**src/rtl/irdec_pkg.sv**
```systemverilog
package irdec_pkg;
  typedef enum logic [1:0] {
    ST_IDLE,
    ST_LEAD_MARK,
    ST_LEAD_SPACE,
    ST_DATA
  } frameState_t;

  // strobes from control to datapath
  typedef struct packed {
    logic [1:0] shiftCnt;  // number of bits to shift in (0..2)
    logic       publish;   // load output fields from the next shift value
  } ctlStrobe_t;
endpackage

```
**src/rtl/irdec_datapath.sv**
```systemverilog
module irdec_datapath
  import irdec_pkg::*;
#(
  parameter int UNIT_SAMPLES = 44,
  parameter int MODE_W       = 3,
  parameter int FIELD_W      = 8,
  parameter int SYNC_STAGES  = 2
) (
  input  logic               clk,
  input  logic               rst,
  input  logic               irPinN,
  input  ctlStrobe_t         strobe,
  output logic               edgeSeen,
  output logic               markNow,
  output logic [2:0]         durUnits,
  output logic               timedOut,
  output logic [MODE_W-1:0]  modeQ,
  output logic [FIELD_W-1:0] ctlQ,
  output logic [FIELD_W-1:0] infoQ,
  output logic               validQ
);
  localparam int TOL     = UNIT_SAMPLES / 4;
  localparam int TIMEOUT = 8 * UNIT_SAMPLES;
  localparam int CNT_W   = $clog2(TIMEOUT + 1);
  localparam int SHIFT_W = MODE_W + 2 * FIELD_W;

  logic [SYNC_STAGES-1:0] syncQ;
  logic                   markPrev;
  logic [CNT_W-1:0]       cntQ;
  logic [SHIFT_W-1:0]     shiftQ, shiftNext;
  int                     dur;

  // synchronizer, idle line is high
  always_ff @(posedge clk) begin
    if (rst) syncQ <= '1;
    else     syncQ <= {syncQ[SYNC_STAGES-2:0], irPinN};
  end

  assign markNow  = ~syncQ[SYNC_STAGES-1];
  assign edgeSeen = markNow ^ markPrev;

  always_ff @(posedge clk) begin
    if (rst) markPrev <= 1'b0;
    else     markPrev <= markNow;
  end

  // duration counter, saturating at the timeout
  always_ff @(posedge clk) begin
    if (rst)                          cntQ <= '0;
    else if (edgeSeen)                cntQ <= '0;
    else if (cntQ != CNT_W'(TIMEOUT)) cntQ <= cntQ + 1'b1;
  end

  assign timedOut = !edgeSeen && (cntQ == CNT_W'(TIMEOUT - 1));
  assign dur      = int'(cntQ) + 1;

  function automatic logic inWin(input int d, input int k);
    return (d >= k * UNIT_SAMPLES - TOL) && (d <= k * UNIT_SAMPLES + TOL);
  endfunction

  always_comb begin
    durUnits = 3'd0;
    if      (inWin(dur, 1)) durUnits = 3'd1;
    else if (inWin(dur, 2)) durUnits = 3'd2;
    else if (inWin(dur, 3)) durUnits = 3'd3;
    else if (inWin(dur, 6)) durUnits = 3'd6;
  end

  // deserializer: the level that just ended is markPrev
  always_comb begin
    case (strobe.shiftCnt)
      2'd1:    shiftNext = {shiftQ[SHIFT_W-2:0], markPrev};
      2'd2:    shiftNext = {shiftQ[SHIFT_W-3:0], markPrev, markPrev};
      default: shiftNext = shiftQ;
    endcase
  end

  always_ff @(posedge clk) begin
    if (rst) begin
      shiftQ <= '0;
      modeQ  <= '0;
      ctlQ   <= '0;
      infoQ  <= '0;
      validQ <= 1'b0;
    end else begin
      shiftQ <= shiftNext;
      validQ <= strobe.publish;
      if (strobe.publish) begin
        modeQ <= shiftNext[SHIFT_W-1 -: MODE_W];
        ctlQ  <= shiftNext[2*FIELD_W-1 -: FIELD_W];
        infoQ <= shiftNext[FIELD_W-1:0];
      end
    end
  end

  a_r4_valid_one_cycle: assert property (@(posedge clk) disable iff (rst)
    validQ |=> !validQ);
  a_r4_fields_hold: assert property (@(posedge clk) disable iff (rst)
    !validQ |-> $stable({modeQ, ctlQ, infoQ}));
  a_r9_counter_bounded: assert property (@(posedge clk) disable iff (rst)
    int'(cntQ) <= TIMEOUT);
endmodule

```
**src/rtl/irdec_control.sv**
```systemverilog
module irdec_control
  import irdec_pkg::*;
#(
  parameter int MODE_W  = 3,
  parameter int FIELD_W = 8
) (
  input  logic       clk,
  input  logic       rst,
  input  logic       edgeSeen,
  input  logic       markNow,
  input  logic [2:0] durUnits,
  input  logic       timedOut,
  output ctlStrobe_t strobe,
  output logic       frameErr
);
  // body positions in units, counted from the start bit
  localparam int MODE_START  = 2;
  localparam int TRAIL_START = MODE_START + 2 * MODE_W;
  localparam int CTL_START   = TRAIL_START + 4;
  localparam int LAST_UNIT   = CTL_START + 4 * FIELD_W - 1;
  localparam int POS_W       = $clog2(LAST_UNIT + 1);

  frameState_t      stateQ, stateNext;
  logic [POS_W-1:0] posQ, posNext;
  logic             errNext;
  logic             bad, finish;
  int               n, caps;

  // unit u is the first half of a bit that is kept
  function automatic logic isCapture(input int u);
    if (u >= MODE_START && u < TRAIL_START) return (u % 2) == 0;
    if (u >= CTL_START && u < LAST_UNIT)   return (u % 2) == 0;
    return 1'b0;
  endfunction

  // a transition is required just before unit b
  function automatic logic mustToggle(input int b);
    if (b == TRAIL_START + 2)               return 1'b1;
    if (b < TRAIL_START)                    return (b % 2) == 1;
    if (b > CTL_START && b <= LAST_UNIT)    return (b % 2) == 1;
    return 1'b0;
  endfunction

  always_comb begin
    n    = int'(durUnits);
    bad  = !(n >= 1 && n <= 3);
    caps = 0;
    for (int k = 1; k < 3; k++)
      if (k < n && mustToggle(int'(posQ) + k)) bad = 1'b1;
    for (int k = 0; k < 3; k++)
      if (k < n && isCapture(int'(posQ) + k)) caps = caps + 1;
    finish = (int'(posQ) + n) >= LAST_UNIT;
  end

  always_comb begin
    stateNext = stateQ;
    posNext   = posQ;
    errNext   = 1'b0;
    strobe    = '0;
    case (stateQ)
      ST_IDLE:
        if (edgeSeen && markNow) stateNext = ST_LEAD_MARK;
      ST_LEAD_MARK:
        if (edgeSeen) begin
          if (durUnits == 3'd6) stateNext = ST_LEAD_SPACE;
          else begin errNext = 1'b1; stateNext = ST_IDLE; end
        end else if (timedOut) begin
          errNext = 1'b1; stateNext = ST_IDLE;
        end
      ST_LEAD_SPACE:
        if (edgeSeen) begin
          if (durUnits == 3'd2) begin stateNext = ST_DATA; posNext = '0; end
          else begin errNext = 1'b1; stateNext = ST_IDLE; end
        end else if (timedOut) begin
          errNext = 1'b1; stateNext = ST_IDLE;
        end
      ST_DATA:
        if (edgeSeen) begin
          if (bad) begin
            errNext = 1'b1; stateNext = ST_IDLE;
          end else begin
            strobe.shiftCnt = 2'(caps);
            if (finish) begin
              strobe.publish = 1'b1;
              stateNext      = ST_IDLE;
            end else begin
              posNext = POS_W'(int'(posQ) + n);
            end
          end
        end else if (timedOut) begin
          errNext = 1'b1; stateNext = ST_IDLE;
        end
      default: stateNext = ST_IDLE;
    endcase
  end

  always_ff @(posedge clk) begin
    if (rst) begin
      stateQ   <= ST_IDLE;
      posQ     <= '0;
      frameErr <= 1'b0;
    end else begin
      stateQ   <= stateNext;
      posQ     <= posNext;
      frameErr <= errNext;
    end
  end

  a_r3_pos_inside_body: assert property (@(posedge clk) disable iff (rst)
    (stateQ == ST_DATA) |-> (int'(posQ) < LAST_UNIT));
  a_r9_timeout_to_idle: assert property (@(posedge clk) disable iff (rst)
    (stateQ != ST_IDLE && timedOut) |=> (stateQ == ST_IDLE && frameErr));
endmodule

```
**src/rtl/ir_frame_decoder.sv**
```systemverilog
module ir_frame_decoder
  import irdec_pkg::*;
#(
  parameter int UNIT_SAMPLES = 44,
  parameter int MODE_W       = 3,
  parameter int FIELD_W      = 8,
  parameter int SYNC_STAGES  = 2
) (
  input  logic               clk,
  input  logic               rst,
  input  logic               irPinN,
  output logic [MODE_W-1:0]  mode,
  output logic [FIELD_W-1:0] control,
  output logic [FIELD_W-1:0] info,
  output logic               frameValid,
  output logic               frameError
);
  ctlStrobe_t strobe;
  logic       edgeSeen, markNow, timedOut;
  logic [2:0] durUnits;

  irdec_datapath #(
    .UNIT_SAMPLES(UNIT_SAMPLES), .MODE_W(MODE_W),
    .FIELD_W(FIELD_W), .SYNC_STAGES(SYNC_STAGES)
  ) u_dp (
    .clk(clk), .rst(rst), .irPinN(irPinN), .strobe(strobe),
    .edgeSeen(edgeSeen), .markNow(markNow), .durUnits(durUnits),
    .timedOut(timedOut), .modeQ(mode), .ctlQ(control), .infoQ(info),
    .validQ(frameValid)
  );

  irdec_control #(.MODE_W(MODE_W), .FIELD_W(FIELD_W)) u_ctl (
    .clk(clk), .rst(rst), .edgeSeen(edgeSeen), .markNow(markNow),
    .durUnits(durUnits), .timedOut(timedOut), .strobe(strobe),
    .frameErr(frameError)
  );

  a_r10_valid_err_exclusive: assert property (@(posedge clk) disable iff (rst)
    !(frameValid && frameError));
endmodule

```
**config.mk**
```make
export PLATFORM = sky130hd
export DESIGN_NAME = ir_frame_decoder
export DESIGN_NICKNAME = d
export VERILOG_FILES = /design/src/rtl/irdec_pkg.sv /design/src/rtl/irdec_datapath.sv /design/src/rtl/irdec_control.sv /design/src/rtl/ir_frame_decoder.sv
export SDC_FILE = /design/constraint.sdc
export NUM_CORES = 1
export LEC_CHECK = 0
export BUFFER_PORTS_ARGS = -buffer_cell sky130_fd_sc_hd__buf_4
export CAP_MARGIN = 40
export CORE_MARGIN = 4
export CORE_UTILIZATION = 45
export CTS_BUF_LIST = sky130_fd_sc_hd__clkbuf_4 sky130_fd_sc_hd__clkbuf_8
export DETAILED_ROUTE_END_ITERATION = 8
export GPL_ROUTABILITY_DRIVEN = 0
export GPL_TIMING_DRIVEN = 0
export PLACE_DENSITY_LB_ADDON = 0.15
export SLEW_MARGIN = 20
export SYNTH_ARGS = -nofsm -noshare
export SYNTH_HDL_FRONTEND = slang
export SYNTH_SLANG_ARGS = --single-unit
```
**constraint.sdc**
```tcl
create_clock -name clk -period 5 [get_ports clk]
set_clock_uncertainty 0.05 [all_clocks]
set_input_delay 0 -clock clk [delete_from_list [all_inputs] [get_ports clk]]
set_output_delay 0 -clock clk [all_outputs]
set_load 0.02 [all_outputs]
```
After elaboration in Yosys (flattened, before gate mapping)
Cells that the tools add are included.

$add $sub $neg: 7. Magnitude comparators: 30. Equal/unequal tests: 20. Mux-type cells: 83. Bitwise operators: 4. Reduce and logical (&&, ||, !) cells: 30.

Operators by type and width (number): $le 32x7->1 const B (3); $logic_not 32->1 (3); $eq 32x5->1 const B (2); $ge 32x3->1 const B (2); $ge 32x5->1 const B (2); $ge 32x7->1 const B (2); $ge 32x8->1 const B (2); $gt 32x5->1 const B (2); $lt 32x5->1 const B (2); $lt 32x7->1 const B (2); $mux 1 (56); $pmux 19 s2 (1); $ge 32x9->1 const B (1); $le 32x10->1 const B (1); $le 32x8->1 const B (1); $le 32x9->1 const B (1); $mux 6 (5); $mux 2 (11); $mux 3 (7); $logic_and 1x1->1 (20); $pmux 6 s2 (1); $add 9x1->10 const B (1); $eq 2x2->1 const B (5); $add 9x1->9 const B (1); other kinds (32) (40).

Register bits after elaboration: 60. Output and inout bits: 21. Word-level logic and storage cells: 185.

Logic depth before layout (Yosys ltp)
Gate-level depths: netlist of run 1.

Word-level depth: 19. Gate-level depth with buffers: 24. Mapped depth without buffers: 21.

By module
From an unflattened synthesis of run 1, not the netlist that was laid out.

Cell total of the unflattened synthesis: 511. Area total of the unflattened synthesis: 4103.9 um2.

Modules (own cells, without submodules): irdec_datapath (instances 1, cells an instance 320, area an instance 2682.6 um2); irdec_control (instances 1, cells an instance 191, area an instance 1421.4 um2).

Least setup slack after synthesis of run 1
No wires, ideal clock.

Path type: register -> register. Start: reg u_dp.cntQ[1]. End: reg u_dp.modeQ[1]. Library setup time: 0.067 ns. Arrival: 4.270 ns. Slack: 0.612 ns. Stages on the path, launching flop included: 24. Clock period less this slack: 4.388 ns. Cell sequence: dfxtp_1 > buf_2 > inv_1 > ha_1 > nor2b_4 > or3b_1 > o32a_1 > and3_4 > or4_1 > nand3_1 > nor2b_1 > or4_1 > ha_1 > mux2i_1 > and2_1 > ha_1 > clkbuf_1 > clkbuf_1 > a22oi_1 > nor2_1 > a21oi_1 > nor2_1 > nand3_1 > o21ai_2.

Word-level cells in the longest chain between the ends: 19. Elaborated cells between the ends (all ways): 45. Those cells by class: add/sub: 4; order compare: 14; eq/ne: 2; mux: 14; reduce/logical: 11.

RTL lines: from (decl) (line irdec_datapath.sv:29) `logic [CNT_W-1:0] cntQ;`; from (signal assigned) (line irdec_datapath.sv:51) `else if (cntQ != CNT_W'(TIMEOUT)) cntQ <= cntQ + 1'b1;`; $add 9x1->10 * (line irdec_datapath.sv:55) `assign dur = int'(cntQ) + 1;`; $ge 32x9->1 / $le 32x10->1 (equally long branches) (line irdec_datapath.sv:58) `return (d >= k * UNIT_SAMPLES - TOL) && (d <= k * UNIT_SAMPLES + TOL);`; $logic_and 1x1->1 (line irdec_datapath.sv:58); $mux 3 (line irdec_datapath.sv:66) `else if (inWin(dur, 6)) durUnits = 3'd6;`; $mux 3 (line irdec_datapath.sv:65) `else if (inWin(dur, 3)) durUnits = 3'd3;`; $mux 3 (line irdec_datapath.sv:64) `else if (inWin(dur, 2)) durUnits = 3'd2;`; $mux 3 * (line irdec_datapath.sv:63) `if (inWin(dur, 1)) durUnits = 3'd1;`; branches (longest 7 deep; another with $ge 32x7->1); $mux 3 * (line irdec_control.sv:79) `if (bad) begin`; $mux 3 * (line irdec_control.sv:78) `if (edgeSeen) begin`; $mux 3 * (line irdec_control.sv:60) `case (stateQ)`; $eq 2x2->1 / $eq 2x1->1 (equally long branches) (line irdec_datapath.sv:71) `case (strobe.shiftCnt)`; $pmux 19 s2 (line irdec_datapath.sv:71); to (signal assigned) (line irdec_datapath.sv:89) `modeQ <= shiftNext[SHIFT_W-1 -: MODE_W];`; to (decl) (line irdec_datapath.sv:17) `output logic [MODE_W-1:0] modeQ,`.

Mark *: on every way between the ends. A chain may end at the register's enable or synchronous reset.

Worst setup path in the final report of run 1
Start: reg u_dp.cntQ[1]. End: reg u_dp.ctlQ[0].

Word-level cells in the longest chain between the ends: 19. Elaborated cells between the ends (all ways): 45. Those cells by class: add/sub: 4; order compare: 14; eq/ne: 2; mux: 14; reduce/logical: 11.

RTL lines: $add 9x1->10 * (line irdec_datapath.sv:55); $ge 32x9->1 / $le 32x10->1 (equally long branches) (line irdec_datapath.sv:58); $logic_and 1x1->1 (line irdec_datapath.sv:58); $mux 3 (line irdec_datapath.sv:66); $mux 3 (line irdec_datapath.sv:65); $mux 3 (line irdec_datapath.sv:64); $mux 3 * (line irdec_datapath.sv:63); branches (longest 7 deep; another with $ge 32x7->1); $mux 3 * (line irdec_control.sv:79); $mux 3 * (line irdec_control.sv:78); $mux 3 * (line irdec_control.sv:60); $eq 2x2->1 / $eq 2x1->1 (equally long branches) (line irdec_datapath.sv:71); $pmux 19 s2 (line irdec_datapath.sv:71); to (signal assigned) (line irdec_datapath.sv:90) `ctlQ <= shiftNext[2*FIELD_W-1 -: FIELD_W];`; to (decl) (line irdec_datapath.sv:18) `output logic [FIELD_W-1:0] ctlQ,`.

Marks and branches as above.

==> flow_summary.yaml, run 1 <==
status:
  status: "completed"
synth:
  synth_commonest_cells: "67 x nor2_1, 60 x dfxtp_1, 42 x nand2_1"
  async_flop_share: 0
  synth_area_leaders: "dfxtp_1 30%, nor2_1 6.3%, ha_1 6.3%"
  yosysTopAreaCellShare: 0.300
  netlist_area_sq_um: 4000
  synth_edf_count: 0
  syn_avg_cell_area_sq_um: 7.80
  yosysMostFrequentCell: "nor2_1"
  synth_cells: 513
  seq_area_frac_synth: 0.300
  ys_ff_latch: 60
  yosys_warnings: 0
  synthFlopType: "dfxtp_1"
  synth_area_leader_cell: "dfxtp_1"
  synth_nets: 537
  synth.distinct_cells: 69
cells_and_area:
  fin_cells: 658
  diodes: 0
  fin_nets: 569
  multiInputGateArea_sq_um: 2500
  drive_gt1_frac: 0.165
  finalInstanceArea_sq_um: 4520
  fill_cells: 877
  fin_util: 0.521
  areaGrowthSynthToFinish_pct: 13.0
  regArea_sq_um: 1200
clock_network:
  clock-sinks: 60
  clk_transition_reported_paths_ns: 0.07
  clock_latency_ns: 0.34
  clock-root-buffer: "clkbuf_8"
  cts_tree: "yes"
  htree_levels: 3
  cts_buffer_depth: 2
  cts_buffers: 9
floorplan:
  die_height_um: 102
  io_pins: 24
  die_w_um: 102
  rows: 34
  core_sq_um: 8680
  dieArea_sq_um: 10500
  start_util: 0.461
pwr:
  p_leak_nw: 1.74
  p_per_area_nw_per_um2: 213
  total_power_mw: 0.963
  irDropWorstVdd_uv: 198
global_route:
  grt_use_total: 0.200
  antenna_found_initial: 0
  grt_first_pass_wirelength_mm: 16.9
  grt_pass1_vias: 3484
  grt_overflow_total: 0
  grt_start_max_net_pins: 14
timing:
  setup_tns_ns: 0
  finalHoldViolCount: 0
  fin_crit_ns: 4.74
  setup_ws_ns: 0.259
  fin_crit_sh: 0.948
  holdWs_ns: 0.110
  maxSlewViolCount: 0
  fmax_mhz: 211
  slew-limit-headroom: 0.617
  rsz0062_at_grt: "no"
  worst_pin_slew_ns: 0.575
  finalSetupViolations: 0
placed_design:
  placed_area_sq_um: 4300
  place_ws_ns: -0.0967
  numPortBuffers: 22
  dp_hpwl_mm: 7.33
  dp.cells: 643
drt:
  wire_per_inst_um: 15.2
  vias: 3766
  drt-initial-drc-count: 271
  antenna_left: 0
  via_per_inst: 5.72
  finalWirelength_mm: 10.0
  first_pass_iters: 5
  drcViolationCount: 0
hold_path:
  min_path_type: "input pin to flip-flop"
  holdPathEnd: "u_dp.shiftQ[13]"
  whs_path_depth: 2
  hold_start: "rst"
worst_setup_path:
  reg2reg_slack_ns: 0.26
  required_ns: 5.23
  path_max_fanout: 10
  crit_path_end_kind: "flip-flop"
  r2r_start: "u_dp.cntQ[1]"
  cp.arrival_ns: 4.97
  critPathLaunchType: "flip-flop"
  reg2reg_depth: 21
  r2r-end: "u_dp.ctlQ[0]"
  worstSetupPathType: "flip-flop to flip-flop"
run:
  drv_cap: 0
worst max-delay path, cell delays in order (launching register included):
cell	delay (ns)
dfxtp_1	0.33
buf_2	0.18
inv_1	0.08
ha_1	0.23
nor2b_4	0.07
or3b_1	0.35
o32a_1	0.20
and3_4	0.20
or4_1	0.49
nand3_2	0.16
nor2b_1	0.07
or4_1	0.47
ha_1	0.21
mux2i_1	0.20
nand2_1	0.09
ha_2	0.32
clkbuf_2	0.20
clkbuf_2	0.28
a21oi_1	0.09
nor2_1	0.16
nand3_1	0.11
o21ai_1	0.10
layout make-up:
cell class                 count  area share
timing repair buffer          23      0.0387
clock inverter                 6      0.0144
inverter                      18      0.0149
sequential                    60       0.266
buffer                        41      0.0537
clock buffer                  10      0.0291
multi-input combinational    392       0.554
tap                          108      0.0299
layout by cell type (no fill, tap or decap), types with 15 or more instances in the layout:
cell type	synthesis	layout
nor2_1	67	67
dfxtp_1	60	60
nand2_1	42	42
a21oi_1	35	35
nand3_1	29	28
buf_4	5	27
inv_1	18	18
a22oi_1	18	18
ha_1	20	18
o21ai_0	17	17
clkbuf_1	22	15
layer usage:
metal / wire length [um] / GRT usage / up-vias
li1: - / - / 1897
met1: 5070 / 0.286 / 1776
met2: 4410 / 0.305 / 79
met3: 426 / 0.0451 / 14
met4: 121 / 0.0474 / 0
met5: 0 / 0 / -
worst max path at each step:
stage	to	slack [ns]	start
detailed placement	u_dp.infoQ[4]	-0.1	u_dp.cntQ[1]
CTS	u_dp.infoQ[4]	0.006	u_dp.cntQ[1]
global placement	u_dp.infoQ[4]	-0.05	u_dp.cntQ[1]
global route	u_dp.infoQ[4]	0.006	u_dp.cntQ[1]
finish	u_dp.ctlQ[0]	0.26	u_dp.cntQ[1]
floorplan	u_dp.modeQ[1]	0.61	u_dp.cntQ[1]
report_power, final:
part | switching, mW | internal [mW]
registers | 0.00263 | 0.481
clock network | 0.198 | 0.235
logic | 0.0291 | 0.0162
kinds of logic (layout without fill, tap and decap cells):
logic type	count (synthesis)	in the layout	share of synthesized area
buffers and inverters	61	98	0.0769
and+or+nand+nor	215	215	0.275
xor gates and xnor gates	15	15	0.0328
muxes	4	4	0.0100
adders and majority gates	21	21	0.0675
AOI/OAI and AO/OA	137	137	0.238
DFF	60	60	0.300
state kept, by name, summed over array words and instances (netlist names):
signal / cells
u_ctl.frameErr: 1
u_dp.syncQ: 2
u_dp.infoQ: 8
u_dp.shiftQ: 19
u_ctl.posQ: 6
u_dp.markPrev: 1
u_dp.validQ: 1
u_dp.ctlQ: 8
u_ctl.stateQ: 2
u_dp.cntQ: 9
u_dp.modeQ: 3
repair_timing:
item,in CTS,in global routing
hold endpoints to repair,1,0
hold buffers,1,0
cloned,0,0
resized for setup,3,11
endpoints found under the setup margin,12,31
buffers inserted,0,0
Power figures use the tool's default switching activity.
==> run 2: changes to the inputs <==
ABC_AREA = 1   (was not set)
CORE_UTILIZATION = 35   (was 45)
==> run 2 against run 1 <==
  * Hold slack got worse by 0.0054 ns
  * Critical path depth is 3 higher
  * Sequential share of layout area is 0.081 points higher
  * Synthesized cell count is 18% higher
  * Critical endpoint is now u_dp.ctlQ[7]
  * Largest power group unchanged
==> flow_summary.yaml, run 2 <==
status:
  status: "completed"
clock_network:
  htree_levels: 3
  clock-root-buffer: "clkbuf_8"
  cts_buffer_depth: 2
  clock-sinks: 60
  clock_latency_ns: 0.34
  post-cts-setup-buffers: 0
  cts_buffers: 9
  clk_transition_reported_paths_ns: 0.07
  cts_tree: "yes"
worst_setup_path:
  crit_start: "u_ctl.posQ[1]"
  cp.arrival_ns: 4.59
  critPathLaunchType: "flip-flop"
  crit_path_end_kind: "flip-flop"
  path_max_fanout: 12
  slowest_stage: "dfxtp_1"
  required_ns: 5.19
  crit_chain: "ha_1 > nand2_1 > inv_1 > nand3_1 > xor2_1 > inv_1 > nor2_1 > nand2_1 > nand4_1 > a21oi_1 > nand2_1 > inv_1 > ha_1 > xor2_1 > nor2_1 > inv_1 > ha_1 > clkinv_1 > clkbuf_1 > o22ai_1 > o21ai_0 > nand4_1 > nand2_1 > nor2_1"
  worstSetupPathType: "flip-flop to flip-flop"
  r2r_start: "u_ctl.posQ[1]"
  cp_slowest_stage_delay_ns: 0.65
timing:
  setup_tns_ns: 0
  fmax_mhz: 227
  maxSlewViolCount: 0
  fin_crit_ns: 4.41
  fin_crit_sh: 0.881
  rsz0062_at_grt: "no"
  finalHoldViolCount: 0
  slew-limit-headroom: 0.626
  worst_pin_slew_ns: 0.561
  finalSetupViolations: 0
  setup_ws_ns: 0.593
drt:
  via_per_inst: 4.75
  vias: 3734
  antenna_left: 0
  finalWirelength_mm: 9.36
  drcViolationCount: 0
  drt-initial-drc-count: 295
  first_pass_iters: 7
  wire_per_inst_um: 11.9
placed_design:
  numPortBuffers: 22
  dp_hpwl_mm: 7.01
  place_ws_ns: 0.670
synth:
  syn_avg_cell_area_sq_um: 6.51
  synth_nets: 632
  synth.distinct_cells: 44
  async_flop_share: 0
  synth_area_leaders: "dfxtp_1 30%, nand2_1 12%, inv_1 9.5%"
  netlist_area_sq_um: 3950
  yosys_warnings: 0
  ys_ff_latch: 60
  synth_commonest_cells: "131 x nand2_1, 100 x inv_1, 84 x nor2_1"
  synth_cells: 607
  yosysMostFrequentCell: "nand2_1"
  yosysTopAreaCellShare: 0.304
  synthFlopType: "dfxtp_1"
  synth_area_leader_cell: "dfxtp_1"
  seq_area_frac_synth: 0.304
  synth_edf_count: 0
global_route:
  grt_first_pass_wirelength_mm: 16.5
  grt_overflow_total: 0
  grt_pass1_vias: 3551
  grt_start_max_net_pins: 13
  grt_use_total: 0.154
  antenna_found_initial: 0
pwr:
  p_per_area_nw_per_um2: 218
  irDropWorstVdd_uv: 134
  p_leak_nw: 2.12
floorplan:
  core_sq_um: 10900
  rows: 38
  die_height_um: 114
  dieArea_sq_um: 13000
  io_pins: 24
  start_util: 0.361
  die_w_um: 114
hold_path:
  hold_start: "rst"
  min_path_type: "input pin to flip-flop"
cells_and_area:
  reg.largest.list: "u_dp.shiftQ: 19 flops, u_dp.cntQ: 9 flops"
  layout_common_cells: "131 x nand2_1, 100 x inv_1, 84 x nor2_1"
  final_common_cell: "nand2_1"
  areaGrowthSynthToFinish_pct: 14.1
  fin_nets: 666
  drive_gt1_frac: 0.133
  fin_util: 0.412
  diodes: 0
  largest_reg_flops: 19
  top_register: "u_dp.shiftQ"
run:
  drv_cap: 0
==> run 2: worst max-delay path: cells and delay by family, from the launching register on <==
kind,cells,cell delay [ns]
AOI/OAI and AO/OA,3,0.56
xor gates and xnor gates,2,0.43
adders and majority gates,3,0.76
buffers and inverters,6,0.84
DFF,1,0.65
and+or+nand+nor,10,1.00
==> run 2: final cells by class <==
| type | count | area, sq um |
|---|---|---|
| flip-flops and latches | 60 | 1200 |
| plain buffers | 21 | 101 |
| clock inverters | 6 | 70.1 |
| multi-input cells | 418 | 2240 |
| repair buffers | 23 | 175 |
| fillers | 1210 | 6430 |
| clock buffers | 10 | 138 |
| inverters | 108 | 405 |
| well taps | 140 | 175 |
==> run 2: worst paths after layout <==
kind	endpoint	slack, ns	depth (start not counted)
max	u_dp.ctlQ[7]	0.59	24
min	u_ctl.posQ[1]	0.10	4
max reg2reg	u_dp.ctlQ[7]	0.59	24
min reg2reg	u_dp.markPrev	0.36	1
==> run 2: power by group <==
part           internal, mW  switching (mW)
sequential            0.481         0.00411
combinational        0.0113          0.0232
clock                 0.248           0.213
total                 0.740           0.240
==> run 2: repair_timing <==
action,in CTS,in global routing
resized for setup,0,0
endpoints found under the hold margin,1,0
hold buffers,1,0
==> run 2: per-layer routing <==
| metal | vias up | global-route usage | wire length [um] |
|---|---|---|---|
| met4 | 0 | 0.0412 | 44 |
| met3 | 2 | 0.0322 | 364 |
| met2 | 74 | 0.236 | 4040 |
| met5 | - | 0 | 0 |
| met1 | 1662 | 0.220 | 4910 |
| li1 | 1996 | - | - |
==> run 2: cell families after synthesis <==
logic type | share of synthesized area
adder cells (fa/ha/maj) | 0.0716
multiplexers | 0.00253
XOR/XNOR | 0.0196
buffers and inverters | 0.128
flip-flops | 0.304
AO/OA/AOI/OAI | 0.120
AND/OR/NAND/NOR | 0.354
==> run 2: stage by stage <==
step,total power [mW],hold WS [ns],cells,instance area (sq um)
after global placement,0.530,0.146,769,4290
after global routing,1.02,0.163,786,4510
after floorplan,0.520,0.0538,607,3950
after detailed placement,0.530,0.148,769,4290
final,0.981,0.105,786,4510
after CTS,1.00,0.0814,786,4510
